## config.mk

```make
export PLATFORM = sky130hd
export DESIGN_NAME = addr_region_decoder
export DESIGN_NICKNAME = d
export VERILOG_FILES = /design/src/rtl/ard_pkg.sv /design/src/rtl/ard_region_map.sv /design/src/rtl/ard_wr_lanes.sv /design/src/rtl/ard_rd_align.sv /design/src/rtl/addr_region_decoder.sv
export SDC_FILE = /design/constraint.sdc
export NUM_CORES = 1
export LEC_CHECK = 0
export BUFFER_PORTS_ARGS = -buffer_cell sky130_fd_sc_hd__buf_2
export CAP_MARGIN = 25
export CORE_MARGIN = 2
export CORE_UTILIZATION = 58
export DETAILED_ROUTE_END_ITERATION = 8
export PLACE_DENSITY = 0.87
export SYNTH_ARGS = -nofsm -noshare
export SYNTH_HDL_FRONTEND = slang
export SYNTH_HIERARCHICAL = 1
export SYNTH_SLANG_ARGS = --single-unit
```

## constraint.sdc

```tcl
create_clock -name clk -period 5.4 [get_ports clk]
set_input_delay 0.54 -clock clk [delete_from_list [all_inputs] [get_ports clk]]
set_output_delay 0.54 -clock clk [all_outputs]
set_load 0.01 [all_outputs]
```

## src/rtl/ard_pkg.sv

```systemverilog
package ard_pkg;
  localparam int OFF_W = 24;
  localparam logic [31:0] ILLEGAL_OP = 32'hE710B710;

  typedef enum logic [2:0] {
    REG_NONE  = 3'd0,
    REG_ROM   = 3'd1,
    REG_MRAM  = 3'd2,
    REG_WPRIV = 3'd3,
    REG_WSHR  = 3'd4,
    REG_TCM   = 3'd5,
    REG_IO    = 3'd6
  } region_e;

  typedef enum logic [1:0] {
    ST_IDLE = 2'd0,
    ST_MEM  = 2'd1,
    ST_RD   = 2'd2,
    ST_RSP  = 2'd3
  } state_e;

  function automatic logic [31:0] ror32(input logic [31:0] v, input logic [4:0] s);
    logic [63:0] t;
    t = {v, v} >> s;
    return t[31:0];
  endfunction
endpackage

```

## src/rtl/ard_region_map.sv

```systemverilog
module ard_region_map
  import ard_pkg::*;
#(
  parameter int          RAM_AW      = 22,
  parameter int          PRIV_AW     = 16,
  parameter int          TCM_AW      = 15,
  parameter int          ROM_AW      = 12,
  parameter logic [31:0] PRIV_BASE   = 32'h0380_0000,
  parameter bit          ROM_PRESENT = 1'b1,
  parameter logic [7:0]  TCM_B       = 8'h00,
  parameter logic [7:0]  TCM_MIR_B   = 8'h01,
  parameter logic [7:0]  MRAM_B      = 8'h02,
  parameter logic [7:0]  WRAM_B      = 8'h03,
  parameter logic [7:0]  IO_B        = 8'h04,
  parameter logic [7:0]  ROM_B       = 8'hFF
) (
  input  logic [31:0]      addr,
  input  logic             write,
  input  logic [OFF_W-1:0] shared_size,
  input  logic [4:0]       tcm_vsize,
  output region_e          region,
  output logic [OFF_W-1:0] offset,
  output logic             hit
);
  localparam logic [OFF_W-1:0] RAM_MASK  = OFF_W'((64'd1 << RAM_AW) - 64'd1);
  localparam logic [OFF_W-1:0] PRIV_MASK = OFF_W'((64'd1 << PRIV_AW) - 64'd1);
  localparam logic [OFF_W-1:0] TCM_MASK  = OFF_W'((64'd1 << TCM_AW) - 64'd1);
  localparam logic [OFF_W-1:0] ROM_MASK  = OFF_W'((64'd1 << ROM_AW) - 64'd1);

  logic [OFF_W-1:0] low;
  logic             tcm_in_bound;

  assign low          = addr[OFF_W-1:0];
  assign tcm_in_bound = {32'd0, addr} < (64'd512 << tcm_vsize);

  always_comb begin
    region = REG_NONE;
    offset = '0;
    case (addr[31:24])
      TCM_B, TCM_MIR_B: begin
        if (tcm_in_bound) begin
          region = REG_TCM;
          offset = low & TCM_MASK;
        end
      end
      MRAM_B: begin
        region = REG_MRAM;
        offset = low & RAM_MASK;
      end
      WRAM_B: begin
        if (addr >= PRIV_BASE || shared_size == '0) begin
          region = REG_WPRIV;
          offset = low & PRIV_MASK;
        end else begin
          region = REG_WSHR;
          offset = low & (shared_size - 1'b1);
        end
      end
      IO_B: begin
        region = REG_IO;
        offset = low;
      end
      ROM_B: begin
        if (ROM_PRESENT && !write) begin
          region = REG_ROM;
          offset = low & ROM_MASK;
        end
      end
      default: ;
    endcase
  end

  assign hit = (region != REG_NONE);
endmodule

```

## src/rtl/ard_wr_lanes.sv

```systemverilog
module ard_wr_lanes (
  input  logic [1:0]  size,
  input  logic [1:0]  alo,
  input  logic [31:0] wdata,
  output logic [3:0]  be,
  output logic [31:0] lane_data
);
  always_comb begin
    case (size)
      2'd0: begin
        be        = 4'b0001 << alo;
        lane_data = {4{wdata[7:0]}};
      end
      2'd1: begin
        be        = alo[1] ? 4'b1100 : 4'b0011;
        lane_data = {2{wdata[15:0]}};
      end
      default: begin
        be        = 4'b1111;
        lane_data = wdata;
      end
    endcase
  end
endmodule

```

## src/rtl/ard_rd_align.sv

```systemverilog
module ard_rd_align
  import ard_pkg::*;
(
  input  logic [1:0]  size,
  input  logic [1:0]  alo,
  input  logic [31:0] rdata,
  output logic [31:0] aligned
);
  logic [31:0] byte_sh;
  logic [15:0] half;

  assign byte_sh = rdata >> {alo, 3'b000};
  assign half    = alo[1] ? rdata[31:16] : rdata[15:0];

  always_comb begin
    case (size)
      2'd0:    aligned = {24'd0, byte_sh[7:0]};
      2'd1:    aligned = ror32({16'd0, half}, {1'b0, alo[0], 3'b000});
      default: aligned = ror32(rdata, {alo, 3'b000});
    endcase
  end
endmodule

```

## src/rtl/addr_region_decoder.sv

```systemverilog
module addr_region_decoder
  import ard_pkg::*;
#(
  parameter int               RAM_AW       = 22,
  parameter int               PRIV_AW      = 16,
  parameter int               TCM_AW       = 15,
  parameter int               ROM_AW       = 12,
  parameter logic [31:0]      PRIV_BASE    = 32'h0380_0000,
  parameter logic [OFF_W-1:0] SHARED_RESET = 24'h00_8000,
  parameter bit               ROM_PRESENT  = 1'b1
) (
  input  logic             clk,
  input  logic             rst_n,
  input  logic             req_valid,
  output logic             req_ready,
  input  logic [31:0]      req_addr,
  input  logic             req_write,
  input  logic [1:0]       req_size,
  input  logic             req_fetch,
  input  logic [31:0]      req_wdata,
  input  logic             cfg_wr,
  input  logic [OFF_W-1:0] cfg_size,
  input  logic [4:0]       tcm_vsize,
  output logic             mem_valid,
  input  logic             mem_ready,
  output logic [2:0]       mem_region,
  output logic [OFF_W-1:0] mem_offset,
  output logic             mem_write,
  output logic [3:0]       mem_be,
  output logic [31:0]      mem_wdata,
  input  logic             rd_valid,
  input  logic [31:0]      rd_data,
  output logic             rsp_valid,
  input  logic             rsp_ready,
  output logic [31:0]      rsp_data,
  output logic [1:0]       rsp_wait,
  output logic             err
);
  state_e           state;
  logic [OFF_W-1:0] shared_q;
  region_e          dec_region, region_q;
  logic [OFF_W-1:0] dec_offset, offset_q;
  logic             dec_hit;
  logic [3:0]       dec_be, be_q;
  logic [31:0]      dec_wdata, wdata_q;
  logic [31:0]      rd_aligned, rsp_q;
  logic             write_q, err_q;
  logic [1:0]       size_q, alo_q;
  logic             take;

  ard_region_map #(
    .RAM_AW(RAM_AW), .PRIV_AW(PRIV_AW), .TCM_AW(TCM_AW), .ROM_AW(ROM_AW),
    .PRIV_BASE(PRIV_BASE), .ROM_PRESENT(ROM_PRESENT)
  ) u_map (
    .addr(req_addr), .write(req_write), .shared_size(shared_q),
    .tcm_vsize(tcm_vsize), .region(dec_region), .offset(dec_offset), .hit(dec_hit)
  );

  ard_wr_lanes u_wl (
    .size(req_size), .alo(req_addr[1:0]), .wdata(req_wdata),
    .be(dec_be), .lane_data(dec_wdata)
  );

  ard_rd_align u_ra (
    .size(size_q), .alo(alo_q), .rdata(rd_data), .aligned(rd_aligned)
  );

  assign take = (state == ST_IDLE) && req_valid;

  always_ff @(posedge clk or negedge rst_n) begin
    if (!rst_n) shared_q <= SHARED_RESET;
    else if (cfg_wr) shared_q <= cfg_size;
  end

  always_ff @(posedge clk or negedge rst_n) begin
    if (!rst_n) begin
      state    <= ST_IDLE;
      region_q <= REG_NONE;
      offset_q <= '0;
      be_q     <= '0;
      wdata_q  <= '0;
      write_q  <= 1'b0;
      size_q   <= '0;
      alo_q    <= '0;
      rsp_q    <= '0;
      err_q    <= 1'b0;
    end else begin
      err_q <= 1'b0;
      case (state)
        ST_IDLE: if (take) begin
          region_q <= dec_region;
          offset_q <= dec_offset;
          be_q     <= dec_be;
          wdata_q  <= dec_wdata;
          write_q  <= req_write;
          size_q   <= req_size;
          alo_q    <= req_addr[1:0];
          if (dec_hit) begin
            rsp_q <= '0;
            state <= ST_MEM;
          end else begin
            rsp_q <= (!req_write && req_fetch) ? ILLEGAL_OP : 32'd0;
            err_q <= 1'b1;
            state <= ST_RSP;
          end
        end
        ST_MEM: if (mem_ready) state <= write_q ? ST_RSP : ST_RD;
        ST_RD: if (rd_valid) begin
          rsp_q <= rd_aligned;
          state <= ST_RSP;
        end
        ST_RSP: if (rsp_ready) state <= ST_IDLE;
        default: state <= ST_IDLE;
      endcase
    end
  end

  assign req_ready  = (state == ST_IDLE);
  assign mem_valid  = (state == ST_MEM);
  assign mem_region = region_q;
  assign mem_offset = offset_q;
  assign mem_write  = write_q;
  assign mem_be     = be_q;
  assign mem_wdata  = wdata_q;
  assign rsp_valid  = (state == ST_RSP);
  assign rsp_data   = rsp_q;
  assign rsp_wait   = write_q ? 2'd1 : 2'd2;
  assign err        = err_q;
endmodule

```

==> metrics list, run 1 <==
- Dividing the detail-routed wire length by the instance count gives 18.87 um.
* Class of the most critical setup path: input port to flip-flop
- Category of the worst setup path capture point: flip-flop
- Minimum setup slack after placement: 1.183 ns
* Count of buffers from port buffering: 237
* Reported max-cap violation count: 0
- Synthesized area per cell: 10.39 sq um
- Most prevalent standard cell on the critical path: nand4_1
- For this configuration, the core starts out at a cell density of 0.5968.
- In this run, the number of DRC markers left after iteration 0 of detailed routing was 707.
- Pin count of the biggest net entering global routing: 70
* Post-route worst setup slack: 1.545 ns
- In the synthesized netlist, the number of instances is 838.
- Layout cell share with drive strength beyond 1: 0.4101
- The number of antenna violations at the first check in global routing was 2.
* Number of top-level design ports: 238
- Weighted congestion at the end of routability-driven global placement: 0.9002
* Slowest stage cell on the critical path: nor4b_4
- Hold Buf Count CTS: 0
- Crit path time final: 3.855 ns
- The floorplan step defined a die boundary enclosing 16,010 sq um.
- Signal routing reaches up to met5.
* Share of flip-flops with an asynchronous set or reset after synthesis: 1.000
- The via count of the first global-routing pass was 7,154.
* Status: finished, final reports clean
- Maximum clock rate: 259.4 MHz
- Launching element type of the critical path: input port
- In the synthesized netlist the dominant register cell turns out to be dfrtp_1.
* Reported leakage power: 4.927 nW
- Post-layout net count: 1,206
- Setup clock skew after layout: 0.009030 ns
- Met1 WL: 9590 um
- In the finished design, the share of the clock period the worst path needs comes to 0.7139.
* TritonRoute pass-1 iters: 7
- CP Max Fanout: 18
- CTS tree: yes
* Area growth from synthesis to layout: 18.75%
- The synthesized design contains 0 enable-type register cells.
* Max Slew Vio Count: 0
- Setup violators final: 0
* Top cell family by delay on the critical path: simple AND/OR/NAND/NOR gates
- For the worst-skew pair, the clock arrives at the later sink with an insertion delay of 0.41 ns.
- Synth Cell Area: 8707 sq um
- Worst Max-Slew Pin Slew: 1.134 ns
* CP bufs+invs: 1
- Synthesis instantiated 77 different standard cells from the library.
- The worst-case IR drop observed on VDD is 0.3335 mV.
* Via density per instance: 6.104
* CTS H-Tree Depth: 4
- Buffers inserted during clock tree synthesis total 17.
* Largest incremental delay on the critical path: 0.79 ns
* Post_cts resized: 0
* HPWL after detailed placement: 16,800 um
- Number of DRC violations after detailed routing: 0
* Wire length of the first global-routing pass: 37,530 um
- CTS max path bufs: 2
- Summed over all failing endpoints, the final setup total negative slack is 0 ns.
- The share of the Yosys chip area taken by registers is 0.3651.
- Power spread over the standard cell area amounts to 444.7 nW/um^2.
- Clock root buffer master: clkbuf_16
- The number of nets in the synthesized netlist is 1,006.
- The floorplan has 44 rows.
* RSZ-0062 raised after global routing: no
* Number of antenna-violating nets in the routed design: 0
- The signal on the critical path passes through buf_2, nor3b_1, nand2_1, ha_1, nand4_1, nor4_1, o311ai_0, nand4_1, nand3_1, nor4b_4, a21oi_1, o21ai_2.
- For the worst setup path, the data arrival time is 4.19 ns.
* Met3 routed WL: 1825 um
* Remaining max-slew budget at the tightest pin: 0.2421
* Final Hold Fails: 0
- The number of setup buffers added after CTS is 0.
- Routed met2 length: 11,280 um
- The path class of the tightest hold or removal check is input port to async pin.
* Count of state elements after synthesis: 127
- Most frequent standard cell in the layout excluding fill and tap cells: buf_2
- Count of vias placed by the detailed router: 7,544
- Yosys warns: 6
* Die Ht: 126.5 um
- In this run the horizontal extent of the chip is 126.5 um.
- In the layout the commonest cells are buf_2, nand2_1, dfrtp_1.
- Clk sink count: 127
- Core region area: 14,590 sq um
- Summed over all layers, the global routing overflow is 0.
- GRT Util Overall: 0.2928
- Clock slew at reported path FFs: 0.06 ns
* Total length of routed wires: 23,330 um
- At the worst endpoint, the required time is 5.73 ns.
## synthesized netlist by cell type (4+ instances only)
| library cell | count | area share |
|---|---|---|
| mux2_2 | 111 | 0.14 |
| buf_6 | 15 | 0.019 |
| buf_4 | 13 | 0.011 |
| or4_1 | 7 | 0.0060 |
| a2bb2oi_1 | 4 | 0.0040 |
| o21ai_0 | 17 | 0.0098 |
| dfrtp_1 | 126 | 0.36 |
| nor2_1 | 19 | 0.0082 |
| a211oi_1 | 4 | 0.0034 |
| o21ai_1 | 12 | 0.0069 |
| inv_1 | 10 | 0.0043 |
| mux2_1 | 9 | 0.012 |
| clkbuf_1 | 17 | 0.0073 |
| xnor2_1 | 4 | 0.0040 |
| mux4_2 | 12 | 0.031 |
| o221ai_1 | 9 | 0.0091 |
| or3_1 | 5 | 0.0036 |
| a22o_1 | 4 | 0.0040 |
| xor2_1 | 11 | 0.011 |
| a21oi_1 | 34 | 0.020 |
| nor3b_1 | 4 | 0.0034 |
| ha_1 | 32 | 0.046 |
| nor3_1 | 6 | 0.0034 |
| and3_1 | 4 | 0.0029 |
| mux2i_1 | 35 | 0.040 |
| nor2b_1 | 12 | 0.0086 |
| buf_2 | 15 | 0.0086 |
| o21ai_2 | 16 | 0.016 |
| o31ai_1 | 5 | 0.0043 |
| a32oi_1 | 4 | 0.0040 |
| nand2_1 | 130 | 0.056 |
| and2_1 | 8 | 0.0057 |
| nand3_1 | 22 | 0.013 |
| nand4_1 | 11 | 0.0079 |
| o21bai_1 | 4 | 0.0034 |
| a31oi_1 | 12 | 0.0086 |
| nand2b_1 | 4 | 0.0029 |
| nor4_1 | 11 | 0.0079 |
| mux4_1 | 4 | 0.012 |
## registers in the layout (all words and copies together) (netlist names), 3 cells and up
| register | count |
|---|---|
| mem_wdata | 32 |
| shared_q | 24 |
| rsp_data | 32 |
| mem_region | 3 |
| mem_be | 4 |
| mem_offset | 24 |
## per-layer routing
layer	up-vias	GRT usage
met5	-	0
met4	2	0.09696
met3	51	0.06411
met2	383	0.4731
met1	3599	0.3945
li1	3509	-
## power by group
part           switching, mW  internal [mW]
Clock                  0.437          0.695
Sequential             0.219           1.23
Combinational           1.11          0.909
## path summary, 6_finish.rpt
path,start,slack (ns),endpoint,depth (start not counted)
setup / recovery,tcm_vsize[1],1.54,rsp_data[24],12
hold / removal,rst_n,0.21,mem_offset[18],1
hold reg to reg,rsp_data[14],0.46,rsp_data[14],2
setup reg to reg,shared_q[0],2.14,mem_offset[2],8
max in group asynchronous,rst_n,3.83,alo_q[0],2
min in group clk,cfg_size[19],0.36,shared_q[19],2
## area by class of cell
cell class	count	area [sq um]
clock buffer	20	446.7
fill	1113	4249
multi-input combinational	638	5054
antenna	1	2.502
sequential	127	3181
tap	184	230.2
timing repair buffer	244	1254
inverter	10	37.54
clock inverter	12	135.1
## per-stage QoR
step	instances	utilization	cell area, sq um	total power [mW]	hold slack [ns]
after CTS	1234	0.7072	10320	4.585	0.2577
after global routing	1236	0.7087	10340	4.848	0.2958
after global placement	1202	0.6673	9736	3.368	0.4431
after detailed placement	1202	0.6673	9736	3.437	0.4526
final	1236	0.7087	10340	4.598	0.2148
after floorplan	838	-	8707	2.942	0.2444
## cell families after synthesis
family | synth area share
xor+xnor | 0.01509
flops | 0.3651
simple gates | 0.1505
buf+inv | 0.05475
compound gates | 0.1300
fa+ha+maj | 0.04598
mux | 0.2385
Power figures use the tool's default switching activity.
==> run 2: changes to the inputs <==
Settings changed: ABC_AREA set to 1, CORE_UTILIZATION 58 to 50, PLACE_DENSITY 0.87 to 0.79.
Clock period 5.4 ns to 3.44 ns, I/O delays scaled along.
==> metrics list, run 2 <==
* Die Outline Area: 20,270 sq um (was 16,010 sq um)
- The final antenna-violating net count is 0 (unchanged).
- Sum of internal, switching and leakage power: 7.198 mW (was 4.598 mW)
* Design area: 11,240 sq um (was 10,340 sq um)
- Total length of routed wires: 28,040 um (was 23,330 um)
- Area growth from synthesis to layout: 17.46% (was 18.75%)
* Remaining max-slew budget at the tightest pin: 0.3864 (was 0.2421)
- The post-synthesis average cell area came to 6.666 sq um (was 10.39 sq um).
- Via density per instance: 5.333 (was 6.104)
- Arrival time reported for the critical path endpoint: 3.09 ns (was 4.19 ns)
- The beginning of the worst register-to-register path is shared_q[0] (unchanged).
- The number of gates given a new drive strength after cts is 0 (unchanged).
- Setup violators final: 0 (unchanged)
- The cell area reported after detailed placement was 10,620 sq um (was 9736 sq um).
- RSZ-0062 raised after global routing: no (unchanged).
- Share of flip-flops with an asynchronous set or reset after synthesis: 1.000 (unchanged)
* Worst Max-Slew Pin Slew: 0.9204 ns (was 1.134 ns)
- The worst hold slack across all endpoints came to 0.1517 ns (was 0.2148 ns).
* Count of buffers from port buffering: 237 (unchanged)
* Ant diodes: 0 (was 1)
- The type of the worst setup path was flip-flop to flip-flop (was input port to flip-flop).
- In the finished design, the share of the clock period the worst path needs comes to 0.7956.
- Category of the worst setup path capture point: flip-flop (unchanged)
- The wire length of the first global-routing pass is 45,050 um (was 37,530 um).
- The total power per unit cell area is 640.2 nW/um^2 (was 444.7 nW/um^2).
- Final Hold Fails: 0 (unchanged)
- Worst min path class: input port to flip-flop (was input port to async pin)
* Synth Cell Area: 9572 sq um (was 8707 sq um)
* Initial antenna violation count: 2 (unchanged)
* Count of vias placed by the detailed router: 9,988 (was 7,544)
- Derived from the worst setup path, the maximum achievable clock frequency is 365.4 MHz.
- The floorplan die width came to 142.4 um (was 126.5 um).
- The synthesized flop and latch total came to 127 (unchanged).
* GR Overflow Total: 0 (unchanged)
- Highest-count cells in the layout ignoring fill and taps: nand2_1, buf_2, nand3_1 (was buf_2, nand2_1, dfrtp_1).
- Sequential fraction of the synthesis area: 0.3322 (was 0.3651)
- Top area cells in the synthesized netlist: dfrtp_1, nand2_1, nand3_1 (was dfrtp_1, mux2_2, nand2_1)
* Row count: 50 (was 44)
* TritonRoute pass-1 iters: 6 (was 7)
- The launching element of the worst setup path was shared_q[0] (was tcm_vsize[1]).
* Yosys warns: 6 (unchanged)
* Cell internal power dissipation: 4.151 mW (was 2.832 mW)
* CP Max Fanout: 17 (was 18)
* Most frequent cell after synthesis: nand2_1 (unchanged)
- The cell accounting for the most synthesized area is dfrtp_1 (unchanged).
- The via count of the first global-routing pass came to 9,303 (was 7,154).
- Net count after synthesis: 1,604 (was 1,006)
- Summed negative setup slack over all endpoints: 0 ns (unchanged)
* Maximum ir drop on the vdd rail: 0.4044 mV (was 0.3335 mV)
- The power share of the combinational group is 0.429 (was 0.439).
- GRT Util Overall: 0.2775 (was 0.2928)
- Top post-synthesis cells by count: nand2_1, nand3_1, dfrtp_1 (was nand2_1, dfrtp_1, mux2_2).
- Reported leakage power: 6.267 nW (was 4.927 nW)
* Buffers inserted during post-CTS setup optimization: 0 (unchanged)
- Top cell type's share of synthesized area: 0.3294 (was 0.3621)
* Clk sink count: 127 (unchanged)
- Post-layout net count: 1,794 (was 1,206)
- The number of enable flip-flop cells after synthesis is 0 (unchanged).
* Launching element type of the critical path: flip-flop (was input port)
- The cell chosen for the clock root is clkbuf_16 (unchanged).
- The maximum level of the CTS H-tree came to 4 (unchanged).
* Layout cell share with drive strength beyond 1: 0.2312 (was 0.4101)
* Pin count of the biggest net entering global routing: 60 (was 70)
- Core region area: 18,770 sq um (was 14,590 sq um)
- HPWL after detailed placement: 20,850 um (was 16,800 um)
- The CTS tree is yes (unchanged).
* Setup clock skew after layout: 0.01221 ns (was 0.009030 ns)
* Most frequent standard cell in the layout excluding fill and tap cells: nand2_1 (was buf_2)
- The number of buffers inserted during clock tree synthesis came to 17 (unchanged).
- The power dissipated by switching net loads is 3.047 mW (was 1.766 mW).
* Number of top-level design ports: 238 (unchanged)
- Hold path startpoint: cfg_size[15]
- Status: finished, final reports clean (unchanged).
* Die Ht: 142.4 um (was 126.5 um)
- Predominant post-synthesis flop cell: dfrtp_1 (unchanged)
* Synth unique cells: 43 (was 77)
- The DRC violation total after the first TritonRoute iteration came to 825 (was 707).
- The clock-pin transition on the worst setup and hold timing paths came to 0.06 ns (about the same).
* Number of DRC violations after detailed routing: 0 (unchanged)
* Required time of the critical path: 3.79 ns (was 5.73 ns)
* Reported max-cap violation count: 0 (unchanged)
- Gate count after technology mapping: 1,436 (was 838)
- The worst path needs 2.737 ns of the cycle, external delays included.
* Share of total power in sequential cells: 0.311 (was 0.315)
- Relative contribution of the clock network to total power: 0.260 (was 0.246)
- The initial standard-cell utilization of the core was 0.5100 (was 0.5968).
* Switch share: 0.4233 (was 0.3842)
* Max Slew Vio Count: 0 (unchanged)
- Clock latency on the worst-skew pair: 0.42 ns (was 0.41 ns)
- Wirelength per Cell: 14.97 um (was 18.87 um)
* Weighted congestion at the end of routability-driven global placement: 0.9302 (was 0.9002)
- CTS max path bufs: 2 (unchanged)
-- run 2: cell count changes in the layout (fill, tap and decap cells not counted), sizes merged, moves of 23 or more --
cell	previous run	this run
nor2	20	110
mux2i	35	0
nand2	130	647
nand3	22	209
mux2	120	24
o21ai	45	68
inv	12	87
-- run 2: per-layer routing --
| metal | vias to the layer above | share of wire | wire length, um | GRT usage |
|---|---|---|---|---|
| li1 | 4948 | - | - | - |
| met1 | 4587 | 0.42 | 11700 | 0.3463 |
| met2 | 382 | 0.49 | 13640 | 0.4757 |
| met3 | 67 | 0.066 | 1856 | 0.05081 |
| met4 | 4 | 0.029 | 820 | 0.1120 |
| met5 | - | 0.00096 | 27 | 0 |
-- run 2: area by class of cell --
| class | instances | area, sq um |
|---|---|---|
| Clock buffer | 19 | 452.9 |
| Clock inverter | 13 | 161.4 |
| Fill cell | 1808 | 7525 |
| Inverter | 85 | 326.6 |
| Multi-Input combinational cell | 1143 | 5494 |
| Sequential cell | 127 | 3179 |
| Tap cell | 234 | 292.8 |
| Timing Repair Buffer | 252 | 1336 |
-- run 2: cell families (layout without fill, tap and decap cells) --
group,count (synthesis),in the layout,synth area share
AO/OA/AOI/OAI,91,91,0.05046
XOR/XNOR,5,5,0.004576
AND/OR/NAND/NOR,991,991,0.4486
adder cells (fa/ha/maj),32,32,0.04183
multiplexers,24,24,0.02824
flip-flops,127,127,0.3322
buffers and inverters,166,369,0.09412
-- run 2: timing repair --
action                                  in CTS  in global routing
hold buffers                                 1                  0
endpoints found under the hold margin       35                  0
endpoints found under the setup margin       0                  0
-- run 2: worst max-delay path, stage by stage (launching register included) --
cell     delay, ns
dfrtp_1       0.42
inv_1         0.19
ha_1          0.19
nand2_1       0.06
nor2_2        0.12
nand3_2       0.16
nand2_4       0.24
nor2_4        0.10
inv_2         0.09
nand2_1       0.06
inv_1         0.11
nand4_1       0.19
nor2_1        0.20
nand3_2       0.26
nand2_1       0.16
nand2_2       0.06
nand2_1       0.06
-- run 2: path summary, 6_finish.rpt --
check / slack [ns] / cells past startpoint / to
setup / recovery: 0.70 / 16 / rsp_data[20]
hold / removal: 0.15 / 2 / shared_q[15]
setup reg to reg: 0.70 / 16 / rsp_data[20]
hold reg to reg: 0.46 / 2 / mem_region[1]
max in group asynchronous: 2.19 / 3 / shared_q[15]
min in group asynchronous: 0.42 / 2 / rsp_data[19]
-- run 2: power groups by stage --
stage | Clock [mW] | Sequential, mW | Combinational (mW)
5_1_grt | 1.97 | 2.29 | 3.48
2_1_floorplan | 0 | 2.35 | 2.16
3_3_place_gp | 0 | 2.24 | 2.98
4_1_cts | 1.90 | 2.23 | 3.08
3_5_place_dp | 0 | 2.25 | 3.06
6_report | 1.87 | 2.24 | 3.09
-- run 2: metrics by stage --
step | utilization | setup slack [ns] | cells
CTS | 0.5991 | 0.7057 | 1873
global placement | 0.5643 | 0.4187 | 1839
floorplan | - | 0.9937 | 1436
detailed placement | 0.5658 | 0.3541 | 1840
global route | 0.5991 | 0.4582 | 1873
finish | 0.5991 | 0.7031 | 1873
